## config.mk

```make
export PLATFORM = sky130hd
export DESIGN_NAME = split_window_mapper
export DESIGN_NICKNAME = d
export VERILOG_FILES = /design/src/rtl/swm_pkg.sv /design/src/rtl/swm_rst_sync.sv /design/src/rtl/swm_port_regs.sv /design/src/rtl/swm_xlate.sv /design/src/rtl/swm_cs_decode.sv /design/src/rtl/split_window_mapper.sv
export SDC_FILE = /design/constraint.sdc
export NUM_CORES = 1
export LEC_CHECK = 0
export ABC_AREA = 1
export ABC_CLOCK_PERIOD_IN_PS = 1200
export BUFFER_PORTS_ARGS = -buffer_cell sky130_fd_sc_hd__buf_4
export CAP_MARGIN = 20
export CORE_MARGIN = 4
export CORE_UTILIZATION = 49
export DETAILED_ROUTE_END_ITERATION = 6
export GPL_TIMING_DRIVEN = 0
export HOLD_SLACK_MARGIN = 0.06
export PLACE_DENSITY = 0.8
export SYNTH_ARGS = -nofsm -noshare
export SYNTH_HDL_FRONTEND = slang
export SYNTH_SLANG_ARGS = --single-unit
```

## constraint.sdc

```tcl
create_clock -name clk -period 1.2 [get_ports clk]
set_input_delay 0.12 -clock clk [delete_from_list [all_inputs] [get_ports clk]]
set_output_delay 0.12 -clock clk [all_outputs]
set_load 0.01 [all_outputs]
```

## src/rtl/swm_pkg.sv

```systemverilog
package swm_pkg;

  typedef enum logic [1:0] {
    TGT_NONE = 2'd0,
    TGT_RAM  = 2'd1,
    TGT_VRAM = 2'd2,
    TGT_NVM  = 2'd3
  } tgt_e;

  // register order on the I/O ports, relative to the base port
  localparam int REG_RD_BANK = 0;
  localparam int REG_WR_BANK = 1;
  localparam int REG_CTRL    = 2;
  localparam int NUM_REGS    = 3;

endpackage

```

## src/rtl/swm_rst_sync.sv

```systemverilog
module swm_rst_sync #(
  parameter int STAGES = 2
) (
  input  logic clk,
  input  logic rst_n,
  output logic rst_sync_n
);

  logic [STAGES-1:0] sync_q;
  logic [STAGES-1:0] sync_d;

  always_comb begin
    sync_d = {sync_q[STAGES-2:0], 1'b1};
  end

  always_ff @(posedge clk or negedge rst_n) begin
    if (!rst_n) sync_q <= '0;
    else        sync_q <= sync_d;
  end

  assign rst_sync_n = sync_q[STAGES-1];

endmodule

```

## src/rtl/swm_port_regs.sv

```systemverilog
module swm_port_regs
  import swm_pkg::*;
#(
  parameter int                IO_AW    = 8,
  parameter int                DATA_W   = 8,
  parameter logic [IO_AW-1:0]  BASE     = 8'h40,
  parameter logic [DATA_W-1:0] CTRL_RST = 8'h01
) (
  input  logic              clk,
  input  logic              rst_n,
  input  logic [IO_AW-1:0]  io_addr,
  input  logic              io_wr,
  input  logic              io_rd,
  input  logic [DATA_W-1:0] wdata,
  output logic [DATA_W-1:0] rdata,
  output logic [DATA_W-1:0] rd_bank,
  output logic [DATA_W-1:0] wr_bank,
  output logic              overlay_on
);

  localparam int FLAT_W = NUM_REGS * DATA_W;

  logic [NUM_REGS-1:0] hit;
  logic [FLAT_W-1:0]   regs_flat;

  for (genvar i = 0; i < NUM_REGS; i++) begin : g_reg
    localparam logic [DATA_W-1:0] RST_VAL = (i == REG_CTRL) ? CTRL_RST : '0;
    logic              ld;
    logic [DATA_W-1:0] q;
    logic [DATA_W-1:0] nxt;

    assign hit[i] = (io_addr == IO_AW'(int'(BASE) + i));

    always_comb begin
      ld  = io_wr & hit[i];
      nxt = wdata;
    end

    always_ff @(posedge clk or negedge rst_n) begin
      if (!rst_n)  q <= RST_VAL;
      else if (ld) q <= nxt;
    end

    assign regs_flat[i*DATA_W +: DATA_W] = q;
  end

  always_comb begin
    rdata = '0;
    for (int i = 0; i < NUM_REGS; i++) begin
      if (io_rd && hit[i]) rdata = regs_flat[i*DATA_W +: DATA_W];
    end
  end

  assign rd_bank    = regs_flat[REG_RD_BANK*DATA_W +: DATA_W];
  assign wr_bank    = regs_flat[REG_WR_BANK*DATA_W +: DATA_W];
  assign overlay_on = regs_flat[REG_CTRL*DATA_W];

endmodule

```

## src/rtl/swm_xlate.sv

```systemverilog
module swm_xlate
  import swm_pkg::*;
#(
  parameter int CPU_AW   = 16,
  parameter int WIN_BITS = 12,
  parameter int BANK_W   = 8
) (
  input  logic [CPU_AW-1:0]          cpu_addr,
  input  logic                       is_wr,
  input  logic [BANK_W-1:0]          rd_bank,
  input  logic [BANK_W-1:0]          wr_bank,
  input  logic                       overlay_on,
  output logic [BANK_W+WIN_BITS-1:0] ext_addr,
  output tgt_e                       tgt
);

  localparam int EXT_AW = BANK_W + WIN_BITS;
  localparam int PAGE_W = CPU_AW - WIN_BITS;
  localparam int PAD_W  = EXT_AW - CPU_AW - 1;
  localparam logic [PAGE_W-1:0] WIN_PAGE = '1;

  logic              in_win;
  logic [BANK_W-1:0] bank;

  always_comb begin
    in_win = (cpu_addr[CPU_AW-1:WIN_BITS] == WIN_PAGE);
    bank   = is_wr ? wr_bank : rd_bank;
    if (in_win) begin
      ext_addr = {bank, cpu_addr[WIN_BITS-1:0]};
      tgt      = ext_addr[EXT_AW-1] ? TGT_NVM : TGT_VRAM;
    end else if (overlay_on && !is_wr) begin
      ext_addr = {1'b1, {PAD_W{1'b0}}, cpu_addr};
      tgt      = TGT_NVM;
    end else begin
      ext_addr = {1'b0, {PAD_W{1'b0}}, cpu_addr};
      tgt      = TGT_RAM;
    end
  end

endmodule

```

## src/rtl/swm_cs_decode.sv

```systemverilog
module swm_cs_decode
  import swm_pkg::*;
(
  input  tgt_e tgt,
  input  logic mem_active,
  output logic ram_sel,
  output logic vram_sel,
  output logic nvm_sel
);

  tgt_e eff;

  always_comb begin
    eff      = mem_active ? tgt : TGT_NONE;
    ram_sel  = (eff == TGT_RAM);
    vram_sel = (eff == TGT_VRAM);
    nvm_sel  = (eff == TGT_NVM);
  end

endmodule

```

## src/rtl/split_window_mapper.sv

```systemverilog
module split_window_mapper
  import swm_pkg::*;
#(
  parameter int                CPU_AW   = 16,
  parameter int                WIN_BITS = 12,
  parameter int                DATA_W   = 8,
  parameter int                IO_AW    = 8,
  parameter logic [IO_AW-1:0]  IO_BASE  = 8'h40,
  parameter int                SYNC_STG = 2
) (
  input  logic                         clk,
  input  logic                         rst_n,
  input  logic [CPU_AW-1:0]            cpu_addr,
  input  logic                         mreq_n,
  input  logic                         iorq_n,
  input  logic                         rd_n,
  input  logic                         wr_n,
  input  logic [DATA_W-1:0]            data_in,
  output logic [DATA_W-1:0]            data_out,
  output logic [DATA_W+WIN_BITS-1:0]   ext_addr,
  output logic                         ram_sel,
  output logic                         vram_sel,
  output logic                         nvm_sel
);

  localparam int BANK_W = DATA_W;

  logic              rst_q_n;
  logic              io_wr_stb;
  logic              io_rd_stb;
  logic              mem_active;
  logic              is_wr;
  logic [BANK_W-1:0] rd_bank;
  logic [BANK_W-1:0] wr_bank;
  logic              overlay_on;
  tgt_e              tgt;

  always_comb begin
    io_wr_stb  = !iorq_n && !wr_n;
    io_rd_stb  = !iorq_n && !rd_n;
    mem_active = !mreq_n && (!rd_n || !wr_n);
    is_wr      = !wr_n;
  end

  swm_rst_sync #(.STAGES(SYNC_STG)) u_rst (
    .clk        (clk),
    .rst_n      (rst_n),
    .rst_sync_n (rst_q_n)
  );

  swm_port_regs #(
    .IO_AW  (IO_AW),
    .DATA_W (DATA_W),
    .BASE   (IO_BASE)
  ) u_regs (
    .clk        (clk),
    .rst_n      (rst_q_n),
    .io_addr    (cpu_addr[IO_AW-1:0]),
    .io_wr      (io_wr_stb),
    .io_rd      (io_rd_stb),
    .wdata      (data_in),
    .rdata      (data_out),
    .rd_bank    (rd_bank),
    .wr_bank    (wr_bank),
    .overlay_on (overlay_on)
  );

  swm_xlate #(
    .CPU_AW   (CPU_AW),
    .WIN_BITS (WIN_BITS),
    .BANK_W   (BANK_W)
  ) u_xlate (
    .cpu_addr   (cpu_addr),
    .is_wr      (is_wr),
    .rd_bank    (rd_bank),
    .wr_bank    (wr_bank),
    .overlay_on (overlay_on),
    .ext_addr   (ext_addr),
    .tgt        (tgt)
  );

  swm_cs_decode u_cs (
    .tgt        (tgt),
    .mem_active (mem_active),
    .ram_sel    (ram_sel),
    .vram_sel   (vram_sel),
    .nvm_sel    (nvm_sel)
  );

endmodule

```

==> results.cfg, run 1 <==
[global_route]
grt_pass1_wl_um = 8162
grt-ovfl-total = 0
grt_max_degree = 25
grt_pass1_vias = 1840
antenna_found_initial = 0
grt_usage_pct = 24.43

[clock_network]
cts_tree = yes
cts.clk_slew.worst_paths_ns = 0.14
htreeDepth = 1
cts.sinks = 26
cts_buffers = 3
clockRootBuffer = clkbuf_4
ctsLongestPathBuffers = 2
clkLatencyLatePin_ns = 0.32

[finish]
multiInputGateArea_um2 = 858.3
regArea_um2 = 653.1
areaGrowthSynthToFinish_pct = 58.70
design_area_mm2 = 0.002591
layout-drive-gt1-share_pct = 47.96
nFillCells = 207
fin_nets = 350
insertedDiodeCount = 0

[outcome]
status = complete, but fails checks
violations = setup timing

[critical_path]
worst_ep_required_time_ns = 1.08
crit_slowest_cell = dfrtp_1
worstSetupPathType = flip-flop to output pin
setup.worst_path.end_class = output pin
start_kind = flip-flop
worstPathCellList = nand2_1 -> o21ai_1 -> nor2_1 -> inv_1 -> nand2_2 -> nor2_2 -> buf_4
path_max_fanout = 2
slowest_delay_ns = 0.41
worstPathArrival_ns = 1.34

[timing]
whs_ns = 0.08162
post-route-min-period_ns = 1.459
max_freq_mhz = 685.6
skew_ns = 0.009558
tightest_slew_ns = 0.5457
hold_violations = 0
setup_violations = 19
slew_headroom_pct = 63.62
finalMaxSlewViolations = 0
rsz0062_at_grt = yes
layout_setup_ws_ns = -0.2586
finalCritPeriodShare_pct = 121.6

[power_and_ir_drop]
p_switching_w = 0.0004739
internal_power_w = 0.001259
p_comb_share_pct = 23.5
seqPwrFrac_pct = 54.5
p_leak_nw = 1.374
powerDensity_mw_per_mm2 = 668.7
ir_drop_v = 0.0007407
clkPwrFrac_pct = 22.1
netSwitchingFraction_pct = 27.35

[floorplanning]
num_rows = 20
start_util_pct = 52.20
die_w_um = 65.73
die-area_mm2 = 0.004320
core_mm2 = 0.003128
die_h_um = 65.73
io_pins = 61

[logic_synthesis]
synth_async_sr_flop_share_pct = 100.0
synthesis.area_mm2 = 0.001633
netlist_top_cells_area = dfrtp_1, nand2_1, o21ai_0
yosysTopAreaCell = dfrtp_1
ys_seq_area_share_pct = 39.92
synth_enable_flop_cells = 0
ys_ff_latch = 26
yosysTopAreaCellShare_pct = 38.31
syn_nets = 259
ys_warn_count = 0
avgSynthCellArea_um2 = 7.130
synth_cell_types = 22
syn_inst = 229
ys.flop_type = dfrtp_1

[detailed_routing]
vias = 1923
wl_per_cell_um = 14.97
drtIter0Drc = 134
route.detailed.drc = 0
drt_pass1_iterations = 4
finalWirelength_um = 5435
vias_per_cell = 5.298
ant_nets = 0

[placement]
numPortBuffers = 56
gp_congestion = 0.8225
place_area_mm2 = 0.002108
dp_hpwl_um = 3159

[run]
cap_violations = 0

[min_path]
hold_path_class = input port to asynchronous set/reset pin
[sequential cells by signal (all words and copies together) (netlist names)]
name            flops
u_regs.g.q          8
u_regs.rd_bank      8
u_regs.wr_bank      8
u_rst.sync_q        2
[routing by layer]
layer  up-vias  track usage [%]  part of all wire (%)
met5         -                0                     0
met3        11            2.906                    10
li1        889                -                     -
met1       913            28.88                    36
met2       110            45.93                    52
met4         0            6.477                   1.7
[worst max-delay path, delay by kind of cell, from the launching register on]
family / cells / cell delay [ns]
compound gates: 1 / 0.08
buf+inv: 2 / 0.21
flops: 1 / 0.41
simple gates: 4 / 0.31
[through the flow]
step	setup slack, ns	utilization, %	power, W	TNS (ns)	std cells
2_1_floorplan	0.03781	-	0.001096	0	229
3_3_place_gp	-0.3893	67.40	0.001251	-8.915	329
3_5_place_dp	-0.3831	67.40	0.001255	-8.980	329
4_1_cts	-0.1989	79.04	0.001708	-1.783	359
5_1_grt	-0.3376	82.84	0.001820	-3.851	363
6_report	-0.2586	82.84	0.001733	-2.317	363
[cell type report]
class / count / area share (%)
well taps: 44 / 2.125
plain buffers: 19 / 6.132
multi-input cells: 153 / 33.12
flip-flops and latches: 26 / 25.21
repair buffers: 86 / 27.91
inverters: 31 / 4.491
clock buffers: 4 / 1.014
[kinds of logic after synthesis]
kind of cell	after synthesis	share of synthesized area [%]
AO/OA/AOI/OAI	37	12.41
flip-flops	26	39.92
buffers and inverters	50	15.86
AND/OR/NAND/NOR	115	31.57
other	1	0.2297
[power groups by stage]
stage | Combinational [W] | Sequential [W] | Clock [W]
finish | 0.000407 | 0.000944 | 0.000382
global route | 0.000440 | 0.000951 | 0.000429
CTS | 0.000378 | 0.000940 | 0.000390
detailed placement | 0.000299 | 0.000956 | 0
global placement | 0.000296 | 0.000955 | 0
floorplan | 0.000148 | 0.000948 | 0
[path summary, 6_finish.rpt]
check                      slack (ns)  cells past startpoint                    to         startpoint
min in group clk                 0.24                      4     u_regs.wr_bank[6]               wr_n
max in group asynchronous        0.55                      0  u_regs.g_reg[2].q[0]    u_rst.sync_q[1]
max reg2reg                      0.15                      6     u_regs.wr_bank[3]  u_regs.wr_bank[3]
min                              0.08                      2       u_rst.sync_q[1]              rst_n
max                             -0.26                      7               nvm_sel  u_regs.rd_bank[7]
min reg2reg                      0.26                      0  u_regs.g_reg[2].q[4]    u_rst.sync_q[1]
[timing repair]
| action | CTS | global route |
|---|---|---|
| hold endpoints to repair | 11 | 0 |
| hold buffers | 9 | 0 |
| setup buffers | 17 | 5 |
| pin swaps | 24 | 22 |
| endpoints found under the setup margin | 18 | 52 |
| resized for setup | 44 | 30 |
[layout by cell type (no fill, tap or decap), types with 2 or more instances in the layout]
cell type      instances
nand3_4                2
nand2_2               13
o21ai_1                5
buf_6                 11
buf_4                 80
nand2_4                4
clkbuf_4               4
inv_2                 11
dfrtp_1               24
nor2_4                 6
nand3_2                3
nor2_1                24
nand2_1               43
dlygate4sd3_1          9
a21boi_1               4
buf_12                 2
inv_1                 20
o21ai_0               24
nor2_2                 8
nand4_1               10
o21ai_2                3
[cells in the mapped netlist (2+ instances only)]
library cell / n
buf_6: 3
buf_2: 3
nand2_2: 3
nor2_1: 36
o21ai_0: 30
nor2_4: 2
buf_4: 12
nand2_4: 2
a21boi_0: 4
nand2_1: 55
dfrtp_1: 25
inv_1: 30
nand4_1: 10
o21ai_2: 2
nand3_1: 5
Note: power is estimated with default switching activity, not from simulation.
==> run 2, diff against run 1 <==
- ABC_AREA: 1 -> unset
- CORE_UTILIZATION: 49 -> 48
- PLACE_DENSITY: 0.8 -> 0.79
==> results.cfg, run 2 <==
[outcome]
status = complete, but fails checks
violations = setup timing

[logic_synthesis]
synthSimpleGateAreaFrac_pct = 15.30
ys_ff_latch = 26
synthesis.area_mm2 = 0.001538
ys_seq_area_share_pct = 42.39
syn_inst = 137
netlist_top_cells_area = dfrtp_1, mux2_2, mux2i_1
avgSynthCellArea_um2 = 11.22
synth_xor_area_share_pct = 0
synth_async_sr_flop_share_pct = 100.0
synth_adder_area_share_pct = 0
synth_enable_flop_cells = 0
synth.most_common_cell = dfrtp_1
yosysTopAreaCell = dfrtp_1
synth_commonest_cells = dfrtp_1, mux2_2, mux2i_1, buf_4, nand2_1
synth_top_family_by_area = multiplexers
synthMuxAreaShare_pct = 27.34
ys.flop_type = dfrtp_1
synth_compound_area_share_pct = 6.347
yosysTopAreaCellShare_pct = 40.68
ys_warn_count = 0
synth_cell_types = 31
syn_nets = 167

[timing]
layout_setup_ws_ns = -0.2686
max_freq_mhz = 680.9
slew_headroom_pct = 38.08
skew_ns = 0.006373
finalMaxSlewViolations = 0
rsz0062_at_grt = yes
tightest_slew_ns = 0.9288
hold_violations = 0
setup_violations = 27
finalCritPeriodShare_pct = 122.4
post-route-min-period_ns = 1.469

[global_route]
grt-ovfl-total = 0
grt_pass1_wl_um = 6796
grt_usage_pct = 20.91
grt_pass1_vias = 1421
grt_max_degree = 25
antenna_found_initial = 0

[critical_path]
setup.worst_path.end_class = output pin
path_buf_inv = 2
rr_worst_depth = 3
r2r-end = u_regs.rd_bank[2]
worstPathArrival_ns = 1.35
worstPathCellList = buf_4 -> nor2_2 -> a21oi_2 -> nor3_2 -> buf_4
cp_top_family = flip-flops
slowest_delay_ns = 0.40
worstSetupPathType = flip-flop to output pin
r2r_slack_ns = 0.17
crit_slowest_cell = dfrtp_1
worst_ep_required_time_ns = 1.08
path_max_fanout = 3
cp_common_cell = buf_4
start_kind = flip-flop
reg2reg_from = u_regs.rd_bank[2]

[floorplanning]
die-area_mm2 = 0.004173
die_w_um = 64.60
die_h_um = 64.60
start_util_pct = 50.37
io_pins = 61
num_rows = 20
core_mm2 = 0.003053

[detailed_routing]
vias = 1375
drtIter0Drc = 69
ant_nets = 0
wl_per_cell_um = 15.96
vias_per_cell = 5.131
drt_pass1_iterations = 4
route.detailed.drc = 0
finalWirelength_um = 4278

[min_path]
hold_path_class = input port to asynchronous set/reset pin

[power_and_ir_drop]
power_w = 0.001704
powerDensity_mw_per_mm2 = 701.0
ir_drop_v = 0.0006076
p_leak_nw = 1.218

[clock_network]
cts_tree = yes
cts_buffers = 3
cts.sinks = 26
htreeDepth = 1
ctsLongestPathBuffers = 2
cts.clk_slew.worst_paths_ns = 0.14
clkLatencyLatePin_ns = 0.33
clockRootBuffer = clkbuf_4

[finish]
nFillCells = 191
fin_nets = 255
insertedDiodeCount = 0
final_common_cell = buf_4
final_cell_mix = buf_4, dfrtp_1, mux2_2
layout-drive-gt1-share_pct = 65.18
areaGrowthSynthToFinish_pct = 58.10

[placement]
numPortBuffers = 55
dp_hpwl_um = 2747
gp_congestion = 0.8299
preCtsSetupSlack_ns = -0.4131

[run]
cap_violations = 0
-- run 2: changes by cell type after synthesis, moves of 3 or more --
cell     before  now
mux2_2        0   23
nand4_1      10    1
nand2_2       3    0
mux2i_1       0   15
or2_2         0    7
a21oi_1       1    8
nor2_1       36    7
inv_1        30    0
o21ai_0      30    1
nand2_1      55    9
-- run 2: metrics by stage --
step                      hold slack [ns]  utilization, %  cell area (um^2)  std cells  TNS, ns
after global routing              0.07262           79.63              2431        268   -5.438
after detailed placement         -0.09554           67.09              2048        236   -10.21
final                             0.07756           79.63              2431        268   -3.794
after global placement           -0.09774           67.09              2048        236   -9.456
after CTS                         0.08495           77.25              2359        264   -3.326
after floorplan                   -0.1756               -              1580        137   -1.029
-- run 2: worst max path at each step --
stage,end,cells past startpoint,slack [ns],from
2_1_floorplan,u_regs.rd_bank[0],5,-0.13,wr_n
3_3_place_gp,u_regs.g_reg[2].q[3],5,-0.41,cpu_addr[0]
3_5_place_dp,u_regs.g_reg[2].q[4],5,-0.41,cpu_addr[0]
4_1_cts,nvm_sel,3,-0.25,u_regs.g_reg[2].q[0]
5_1_grt,vram_sel,5,-0.35,u_regs.wr_bank[7]
6_report,vram_sel,5,-0.27,u_regs.wr_bank[7]
-- run 2: per-layer routing --
metal | GRT usage (%) | wire length [um] | vias to the layer above | share of wire [%]
li1 | - | - | 650 | -
met1 | 25.14 | 1733 | 666 | 41
met2 | 37.37 | 2190 | 53 | 51
met3 | 3.640 | 292 | 6 | 6.8
met4 | 7.388 | 61 | 0 | 1.4
met5 | 0 | 0 | - | 0
-- run 2: what timing repair did --
item                                   in CTS  in global routing
gates resized for setup                    30                 11
hold buffers                                9                  0
buffers inserted                           15                  4
gates cloned                                0                  0
setup endpoints to repair                  27                 32
pin swaps                                  13                 10
endpoints found under the hold margin      26                  0
-- run 2: cell families (layout without fill, tap and decap cells) --
group / Yosys count / count (layout)
AOI/OAI and AO/OA: 16 / 16
buffers and inverters: 18 / 105
other: 1 / 1
muxes: 39 / 39
DFF: 26 / 26
and+or+nand+nor: 37 / 37
-- run 2: cell type report --
type / instances / area (um^2) / area share, %
repair buffers: 83 / 683.2 / 28.10
well taps: 44 / 55.05 / 2.265
clock buffers: 4 / 26.28 / 1.081
multi-input cells: 93 / 875.8 / 36.03
flip-flops and latches: 26 / 651.9 / 26.81
plain buffers: 18 / 138.9 / 5.713
-- run 2: power breakdown --
| group | internal, W | switching [W] | total (W) |
|---|---|---|---|
| sequential | 0.000902 | 0.0000300 | 0.000932 |
| clock | 0.000130 | 0.000260 | 0.000390 |
| combinational | 0.000231 | 0.000151 | 0.000382 |
| total | 0.00126 | 0.000441 | 0.00170 |
-- run 2: worst register-to-register path, stage by stage, from the launching register on --
cell     delay, ns
dfrtp_1       0.43
buf_6         0.12
buf_4         0.12
mux2_4        0.26
==> run 3, diff against run 2 <==
- ABC_CLOCK_PERIOD_IN_PS: 1200 -> unset
- PLACE_DENSITY: 0.79 -> 0.76
- SKIP_LAST_GASP: unset -> 1
==> results.cfg, run 3 (synthesis gave the netlist of run 2 again) <==
[outcome]
status = complete, but fails checks
violations = setup timing

[critical_path]
reg2reg_from = u_regs.rd_bank[6]
start_kind = flip-flop
rr_worst_depth = 4
r2r_slack_ns = 0.05
endpoint = vram_sel
r2r-end = u_regs.rd_bank[6]
worstPathArrival_ns = 1.35
worstSetupPathType = flip-flop to output pin
crit_path_start = u_regs.rd_bank[7]
path_max_fanout = 3
setup.worst_path.end_class = output pin
worst_ep_required_time_ns = 1.08

[detailed_routing]
vias = 1376
drt_pass1_iterations = 4
wl_per_cell_um = 15.81
ant_nets = 0
vias_per_cell = 5.059
drtIter0Drc = 65
finalWirelength_um = 4301
route.detailed.drc = 0

[timing]
whs_ns = 0.07445
layout_setup_ws_ns = -0.2682
tightest_slew_ns = 0.5360
finalCritPeriodShare_pct = 122.3
rsz0062_at_grt = yes
skew_ns = 0.004909
finalMaxSlewViolations = 0
slew_headroom_pct = 64.27
post-route-min-period_ns = 1.468
setup_violations = 27
max_freq_mhz = 681.1
hold_violations = 0

[clock_network]
cts_tree = yes
cts.sinks = 26
cts_buffers = 3
ctsLongestPathBuffers = 2
clockRootBuffer = clkbuf_4
htreeDepth = 1
cts.clk_slew.worst_paths_ns = 0.15
clkLatencyLatePin_ns = 0.32

[global_route]
grt_usage_pct = 20.92
grt_max_degree = 25
grt_pass1_wl_um = 6851
grt_pass1_vias = 1435
antenna_found_initial = 0
grt-ovfl-total = 0

[placement]
place_area_mm2 = 0.002048
gp_congestion = 0.7553
dp_hpwl_um = 2709
numPortBuffers = 55

[min_path]
hold_path_class = flip-flop to asynchronous set/reset pin

[finish]
regArea_um2 = 651.9
final_cell_mix = buf_4, dfrtp_1, mux2_2
final_common_cell = buf_4
multiInputGateArea_um2 = 850.8
design_area_mm2 = 0.002492
nFillCells = 181
fin_nets = 259
areaGrowthSynthToFinish_pct = 62.08
insertedDiodeCount = 0
layout-drive-gt1-share_pct = 62.72

[floorplanning]
num_rows = 20
die-area_mm2 = 0.004173
io_pins = 61
start_util_pct = 50.37
die_h_um = 64.60
die_w_um = 64.60
core_mm2 = 0.003053

[power_and_ir_drop]
powerDensity_mw_per_mm2 = 773.8
ir_drop_v = 0.0007767
p_leak_nw = 1.273

[run]
cap_violations = 0
-- run 3: worst max-delay path, cell delays in order (launching register included) --
cell	delay [ns]
dfrtp_1	0.43
buf_4	0.15
nor2_1	0.07
a21oi_1	0.07
nor3_1	0.15
buf_4	0.15
-- run 3: how the worst min path moves through the flow --
stage | startpoint | end | slack (ns)
after global routing | rst_n | u_rst.sync_q[0] | 0.06
after detailed placement | rst_n | u_rst.sync_q[1] | -0.1
after global placement | rst_n | u_rst.sync_q[0] | -0.1
after floorplan | rst_n | u_rst.sync_q[0] | -0.18
final | u_rst.sync_q[1] | u_regs.wr_bank[6] | 0.07
after CTS | rst_n | u_rst.sync_q[0] | 0.07
-- run 3: metal layers --
layer  global-route usage, %  up-vias  routed length [um]
met5                       0        -                   0
met4                   5.541        0                  10
met3                   3.813        2                 280
met2                   39.05       54                2286
met1                   24.39      663                1723
li1                        -      657                   -
-- run 3: cell type report --
| class | count | area share [%] |
|---|---|---|
| multi-input combinational | 93 | 34.14 |
| tap | 44 | 2.209 |
| timing repair buffer | 87 | 29.87 |
| buffer | 18 | 5.522 |
| clock inverter | 1 | 1.205 |
| sequential | 26 | 26.15 |
| clock buffer | 3 | 0.9036 |
-- run 3: power breakdown --
| part | total (W) | switching, W | internal, W | leakage (nW) |
|---|---|---|---|---|
| Sequential | 0.000920 | 0.0000176 | 0.000902 | 0.353 |
| Combinational | 0.000404 | 0.000161 | 0.000243 | 0.892 |
| Clock | 0.000605 | 0.000268 | 0.000338 | 0.0279 |
| Total | 0.00193 | 0.000446 | 0.00148 | 1.27 |
-- run 3: what timing repair did --
item,in CTS,in global routing
pin swaps,14,9
setup endpoints to repair,27,35
endpoints found under the hold margin,26,0
setup buffers,16,6
resized for setup,26,9
hold buffers,9,0
-- run 3: through the flow --
| stage | power, W | setup WS [ns] | setup TNS (ns) | cells | util [%] |
|---|---|---|---|---|---|
| after floorplan | 0.001091 | -0.1286 | -1.029 | 137 | - |
| after detailed placement | 0.001253 | -0.4087 | -10.57 | 236 | 67.09 |
| final | 0.001929 | -0.2682 | -3.792 | 272 | 81.64 |
| after global placement | 0.001245 | -0.4114 | -9.755 | 236 | 67.09 |
| after global routing | 0.002020 | -0.3777 | -5.354 | 272 | 81.64 |
| after CTS | 0.001903 | -0.2583 | -3.541 | 265 | 78.03 |
